### src/rtl/rwa_pkg.sv
`timescale 1ns/1ps
package rwa_pkg;
  typedef enum logic [1:0] {
    RGN_CORE,
    RGN_DMA,
    RGN_BCTL,
    RGN_NONE
  } rgn_e;

  typedef enum logic [1:0] {
    ST_IDLE,
    ST_RD,
    ST_FETCH,
    ST_WR
  } st_e;
endpackage

### src/rtl/rwa_decode.sv
`timescale 1ns/1ps
module rwa_decode
  import rwa_pkg::*;
#(
  parameter int ADDR_W     = 7,
  parameter int BYTES      = 4,
  parameter int CORE_WORDS = 16,
  parameter int DMA_BASE   = 64,
  parameter int DMA_WORDS  = 8,
  parameter int BCTL_OFF   = 112,
  parameter int CORE_IDX_W = 4,
  parameter int DMA_IDX_W  = 3
) (
  input  logic [ADDR_W-1:0]     addr_i,
  output rgn_e                  rgn_o,
  output logic [CORE_IDX_W-1:0] core_idx_o,
  output logic [DMA_IDX_W-1:0]  dma_idx_o
);
  localparam int OFF_W    = $clog2(BYTES);
  localparam int CORE_END = CORE_WORDS * BYTES;
  localparam int DMA_END  = DMA_BASE + DMA_WORDS * BYTES;

  int aln;

  always_comb begin
    aln = (int'(addr_i) >> OFF_W) << OFF_W;
    if (aln < CORE_END)                         rgn_o = RGN_CORE;
    else if (aln >= DMA_BASE && aln < DMA_END)  rgn_o = RGN_DMA;
    else if (aln == BCTL_OFF)                   rgn_o = RGN_BCTL;
    else                                        rgn_o = RGN_NONE;
  end

  assign core_idx_o = CORE_IDX_W'(int'(addr_i) >> OFF_W);
  assign dma_idx_o  = DMA_IDX_W'((int'(addr_i) - DMA_BASE) >> OFF_W);
endmodule

### src/rtl/rwa_lanes.sv
`timescale 1ns/1ps
module rwa_lanes #(
  parameter int DATA_W = 32,
  parameter int OFF_W  = 2,
  parameter int SIZE_W = 3
) (
  input  logic [DATA_W-1:0] cur_i,
  input  logic [DATA_W-1:0] wdata_i,
  input  logic [OFF_W-1:0]  off_i,
  input  logic [SIZE_W-1:0] size_i,
  output logic [DATA_W-1:0] merged_o,
  output logic [DATA_W-1:0] rd_o
);
  localparam int BYTES = DATA_W / 8;

  logic [DATA_W-1:0] rd_shift;
  assign rd_shift = cur_i >> (8 * int'(off_i));

  // lane k takes write byte (k - off) when inside the window; little-endian
  for (genvar k = 0; k < BYTES; k++) begin : g_lane
    logic              in_win;
    logic [DATA_W-1:0] src;
    assign in_win = (k >= int'(off_i)) && (k < int'(off_i) + int'(size_i));
    assign src    = wdata_i >> (8 * (k - int'(off_i)));
    assign merged_o[8*k +: 8] = in_win ? src[7:0] : cur_i[8*k +: 8];
    assign rd_o[8*k +: 8]     = (k < int'(size_i)) ? rd_shift[8*k +: 8] : 8'h00;
  end
endmodule

### src/rtl/reg_window_adapter.sv
`timescale 1ns/1ps
module reg_window_adapter
  import rwa_pkg::*;
#(
  parameter int ADDR_W     = 7,
  parameter int DATA_W     = 32,
  parameter int CORE_WORDS = 16,
  parameter int DMA_BASE   = 64,
  parameter int DMA_WORDS  = 8,
  parameter int BCTL_OFF   = 112,
  localparam int BYTES      = DATA_W / 8,
  localparam int OFF_W      = $clog2(BYTES),
  localparam int SIZE_W     = OFF_W + 1,
  localparam int CORE_IDX_W = $clog2(CORE_WORDS),
  localparam int DMA_IDX_W  = $clog2(DMA_WORDS)
) (
  input  logic                  clk_i,
  input  logic                  rst_ni,
  input  logic                  req_i,
  input  logic                  we_i,
  input  logic [ADDR_W-1:0]     addr_i,
  input  logic [SIZE_W-1:0]     size_i,
  input  logic [DATA_W-1:0]     wdata_i,
  output logic                  busy_o,
  output logic                  rvalid_o,
  output logic [DATA_W-1:0]     rdata_o,
  output logic [DATA_W-1:0]     bus_ctl_o,
  output logic                  core_re_o,
  output logic                  core_we_o,
  output logic [CORE_IDX_W-1:0] core_idx_o,
  output logic [DATA_W-1:0]     core_wdata_o,
  input  logic [DATA_W-1:0]     core_rdata_i,
  output logic                  dma_re_o,
  output logic                  dma_we_o,
  output logic [DMA_IDX_W-1:0]  dma_idx_o,
  output logic [DATA_W-1:0]     dma_wdata_o,
  input  logic [DATA_W-1:0]     dma_rdata_i
);
  st_e               st_q, st_d;
  logic [ADDR_W-1:0] addr_q;
  logic [SIZE_W-1:0] size_q;
  logic [DATA_W-1:0] wword_q;
  logic [DATA_W-1:0] rdata_q;
  logic              rvalid_q;
  logic [DATA_W-1:0] bctl_q;

  rgn_e              rgn;
  logic [DATA_W-1:0] cur_word, merged, rd_ext;
  logic              accept, narrow, rd_phase, wr_phase;

  rwa_decode #(
    .ADDR_W(ADDR_W), .BYTES(BYTES), .CORE_WORDS(CORE_WORDS),
    .DMA_BASE(DMA_BASE), .DMA_WORDS(DMA_WORDS), .BCTL_OFF(BCTL_OFF),
    .CORE_IDX_W(CORE_IDX_W), .DMA_IDX_W(DMA_IDX_W)
  ) u_dec (
    .addr_i    (addr_q),
    .rgn_o     (rgn),
    .core_idx_o(core_idx_o),
    .dma_idx_o (dma_idx_o)
  );

  always_comb begin
    unique case (rgn)
      RGN_CORE: cur_word = core_rdata_i;
      RGN_DMA:  cur_word = dma_rdata_i;
      RGN_BCTL: cur_word = bctl_q;
      default:  cur_word = '0;
    endcase
  end

  rwa_lanes #(.DATA_W(DATA_W), .OFF_W(OFF_W), .SIZE_W(SIZE_W)) u_lanes (
    .cur_i   (cur_word),
    .wdata_i (wword_q),
    .off_i   (addr_q[OFF_W-1:0]),
    .size_i  (size_q),
    .merged_o(merged),
    .rd_o    (rd_ext)
  );

  assign rd_phase = (st_q == ST_RD) || (st_q == ST_FETCH);
  assign wr_phase = (st_q == ST_WR);
  assign busy_o   = rd_phase;
  assign accept   = req_i && !busy_o;
  assign narrow   = (size_i != SIZE_W'(BYTES)) || (addr_i[OFF_W-1:0] != '0);

  always_comb begin
    st_d = st_q;
    unique case (st_q)
      ST_IDLE, ST_WR: begin
        if (!accept)    st_d = ST_IDLE;
        else if (!we_i) st_d = ST_RD;
        else if (narrow) st_d = ST_FETCH;
        else            st_d = ST_WR;
      end
      ST_RD:    st_d = ST_IDLE;
      ST_FETCH: st_d = ST_WR;
      default:  st_d = ST_IDLE;
    endcase
  end

  always_ff @(posedge clk_i or negedge rst_ni) begin
    if (!rst_ni) begin
      st_q     <= ST_IDLE;
      addr_q   <= '0;
      size_q   <= '0;
      wword_q  <= '0;
      rdata_q  <= '0;
      rvalid_q <= 1'b0;
      bctl_q   <= '0;
    end else begin
      st_q     <= st_d;
      rvalid_q <= (st_q == ST_RD);
      if (st_q == ST_RD)    rdata_q <= rd_ext;
      if (st_q == ST_FETCH) wword_q <= merged;
      if (wr_phase && rgn == RGN_BCTL) bctl_q <= wword_q;
      if (accept && (st_q == ST_IDLE || st_q == ST_WR)) begin
        addr_q  <= addr_i;
        size_q  <= size_i;
        wword_q <= wdata_i;
      end
    end
  end

  assign core_re_o    = rd_phase && (rgn == RGN_CORE);
  assign dma_re_o     = rd_phase && (rgn == RGN_DMA);
  assign core_we_o    = wr_phase && (rgn == RGN_CORE);
  assign dma_we_o     = wr_phase && (rgn == RGN_DMA);
  assign core_wdata_o = wword_q;
  assign dma_wdata_o  = wword_q;
  assign rvalid_o     = rvalid_q;
  assign rdata_o      = rdata_q;
  assign bus_ctl_o    = bctl_q;
endmodule

### config.mk
export PLATFORM = sky130hd
export DESIGN_NAME = reg_window_adapter
export DESIGN_NICKNAME = d
export VERILOG_FILES = /design/src/rtl/rwa_pkg.sv /design/src/rtl/rwa_decode.sv /design/src/rtl/rwa_lanes.sv /design/src/rtl/reg_window_adapter.sv
export SDC_FILE = /design/constraint.sdc
export NUM_CORES = 1
export LEC_CHECK = 0
export BUFFER_PORTS_ARGS = -buffer_cell sky130_fd_sc_hd__buf_2
export CAP_MARGIN = 10
export CORE_ASPECT_RATIO = 0.75
export CORE_MARGIN = 4
export CORE_UTILIZATION = 40
export CTS_BUF_LIST = sky130_fd_sc_hd__clkbuf_8
export CTS_CLUSTER_DIAMETER = 80
export DETAILED_ROUTE_END_ITERATION = 12
export PLACE_DENSITY = 0.65
export SYNTH_ARGS = -nofsm -noshare
export SYNTH_HDL_FRONTEND = slang
export SYNTH_SLANG_ARGS = --single-unit
### constraint.sdc
create_clock -name clk_i -period 3.52 [get_ports clk_i]
set_input_delay 0.176 -clock clk_i [delete_from_list [all_inputs] [get_ports clk_i]]
set_output_delay 0.176 -clock clk_i [all_outputs]
set_load 0.01 [all_outputs]
==> results.txt <==
Synthesized area per cell: 9.73 um2
Crit end category: flop
Most used routing layer: met2
Final Max Slew Viols: 0
Gate power share: 61.6%
Detailed-route wire length per cell: 22.9 um
Max Clock Skew: 0.0150 ns
Setup TNS: 0 ns
DRT iter0 DRCs: 642
Sink Count: 109
Final Hold Viols: 0
Worst EP arrival: 3.46 ns
Vias per cell: 5.71
Setup Slack @ Placement: 0.336 ns
Tcrit/Tclk final: 89.1%
Critical path class: flop to flop
CP Data Required Time: 3.84 ns
EDFF count, synth: 0
Fraction of layout instances using a drive strength above 1: 41.1%
Design Power: 8.56 mW
Most frequent cells in the layout: buf_2, dfrtp_1, nand2_1
Worst hold path type: primary input to flop
Largest net degree at the start of global routing: 57
Met3 usage: 8.15%
Seq pwr share: 28.9%
CTS HTree Levels: 3
Synthesized flop and latch total: 109
Fmax: 319 MHz
Total GRT Usage: 25.9%
Setup Fix Bufs, Post-CTS: 0
Setup crit start: addr_q[1]
Vias in the first global route: 6103
Synthesized cell area: 0.00691 mm2
Reg clk slew, reported paths: 0.11 ns
ANT nets after route: 0
Cells along the critical path: clkinv_1 -> fa_1 -> and2b_1 -> a21o_1 -> a21oi_1 -> a221oi_1 -> o31ai_1
# nets final: 1027
Die area: 0.0195 mm2
Max_slew headroom: 27.9%
Post-synth ARST share: 100%
Final setup viols: 0
Leak: 4.31 nW
IO Count: 251
Final worst slack: 0.384 ns
GR Util met2: 38.5%
Gr ovfl total: 0
Max VDD drop: 0.000384 V
Placer Congestion: 0.951
Post-DP HPWL: 20000 um
Status: finished clean
CTS root buf: clkbuf_8
Ys Warns: 0
Drt drc: 0
Chip Width: 160 um
Switch share: 50.8%
First-pass GRT wire length: 38100 um
Reg-to-Reg Start: addr_q[1]
R2R Setup Slk: 0.38 ns
RSZ-0062 raised after global routing: no
Initial antenna violation count: 0
Syn nets: 829
Post-Synthesis Cells: 710
Vias: 6442
Die Span Y: 122 um
Clock power share: 9.5%
Clk Latency, worst-skew pair: 0.40 ns
CP Max Fanout: 12
Port Buf Inserts: 250
Slowest stage delay, CP: 0.61 ns
Minimum clock period: 3.14 ns
Hold path start: size_i[1]
Antenna cell count: 0
Startpoint types: flop
Initial core utilization: 40.9%
Drt pass-1 iters: 5
Crit path max-delay cell type: fa_1
Psw: 4.35 mW
Internal power: 4.22 mW
CTS tree: yes
Prevailing post-synth register cell: dfrtp_1
Unique masters post-synth: 59
Num CTS Buffers: 9
Met1 Use GR: 37.8%
Power per cell area: 1020 mW/mm2
Fill count: 1632
Final WL: 25900 um
# Max-Cap Violations: 0
Commonest non-fill, non-tap cell in the layout: buf_2
Worst-Margin Slew: 1.07 ns
Core ar.: 0.0169 mm2
Syn-to-layout area delta: 21.3%
Seq/Total Area, Yosys: 39.5%
CTS Buffer Depth: 2
Rows: 41
==> through the flow <==
stage	cell area (um2)	util [%]	std cells	hold slack (ns)
6_report	8380	49.6	1128	0.0273
5_1_grt	8380	49.6	1128	0.0110
3_3_place_gp	8060	47.8	1102	0.300
2_1_floorplan	6910	-	710	-0.120
4_1_cts	8360	49.6	1128	0.00509
3_5_place_dp	8060	47.8	1102	0.290
==> timing repair <==
| item | in CTS | in global routing |
|---|---|---|
| setup endpoints to repair | 0 | 4 |
| hold buffers | 10 | 0 |
| gates resized for setup | 0 | 2 |
| endpoints found under the hold margin | 64 | 0 |
==> sequential cells by signal, indices dropped and copies added, names as in the netlist <==
name          flops
bus_ctl_o        32
size_q            3
core_wdata_o     32
rvalid_o          1
addr_q            7
rdata_o          32
st_q              2
==> layout make-up <==
type | count | area, um2 | area share (%)
Clock buffer | 10 | 138 | 1.64
Clock inverter | 6 | 62.6 | 0.747
Inverter | 16 | 60.1 | 0.717
Multi-Input combinational cell | 498 | 3630 | 43.4
Sequential cell | 109 | 2730 | 32.6
Tap cell | 215 | 269 | 3.21
Timing Repair Buffer | 274 | 1480 | 17.7
==> logic make-up (layout without fill, tap and decap cells) <==
family | after synthesis | after routing | share of synthesized area [%]
simple gates | 180 | 180 | 11.8
mux | 129 | 129 | 20.1
compound gates | 180 | 180 | 18.8
flops | 109 | 109 | 39.5
fa+ha+maj | 9 | 9 | 1.74
buf+inv | 103 | 306 | 8.10
==> cell usage after synthesis (8+ instances only) <==
master     number  share of area (%)
o21ai_0        45                3.3
dfrtp_1       109                 39
a22oi_1        15                1.6
nand2_1        87                4.7
nor2_1         44                2.4
o2bb2ai_1      16                2.0
o31ai_1        10                1.1
buf_2          18                1.3
inv_1          14               0.76
ha_1            8                1.4
mux2i_1        54                7.8
nand3_1        11               0.80
a21oi_1        24                1.7
a221oi_1        8                1.0
a22o_1          8                1.0
buf_1          10               0.54
nor3_1         10               0.72
a221o_1        10                1.4
buf_4          40                4.3
mux2_2         75                 12
clkbuf_1       19                1.0
==> final timing paths <==
kind,end,depth (start not counted)
max reg2reg,core_wdata_o[17],7
max in group asynchronous,rdata_o[2],3
min in group asynchronous,bus_ctl_o[5],2
min reg2reg,rdata_o[22],1
min,size_q[1],3
max,core_wdata_o[17],7
==> power by group through the flow <==
stage               clock network, mW  registers, mW  logic [mW]
floorplan                           0           2.27        3.73
global placement                    0           2.47        5.15
detailed placement                  0           2.49        5.18
CTS                             0.829           2.46        5.20
global route                    0.887           2.54        5.76
finish                          0.812           2.47        5.28
==> layer usage <==
| metal | vias up | part of all wire [%] |
|---|---|---|
| met3 | 26 | 9.9 |
| li1 | 2949 | - |
| met1 | 3092 | 46 |
| met4 | 0 | 1.5 |
| met5 | - | 0 |
| met2 | 375 | 42 |
==> worst max-delay path, delay by kind of cell (launching register included) <==
family	cells	cell delay [ns]
compound gates	4	1.27
fa+ha+maj	1	0.61
buf+inv	1	0.38
flops	1	0.56
simple gates	1	0.23
Power figures use the tool's default switching activity.
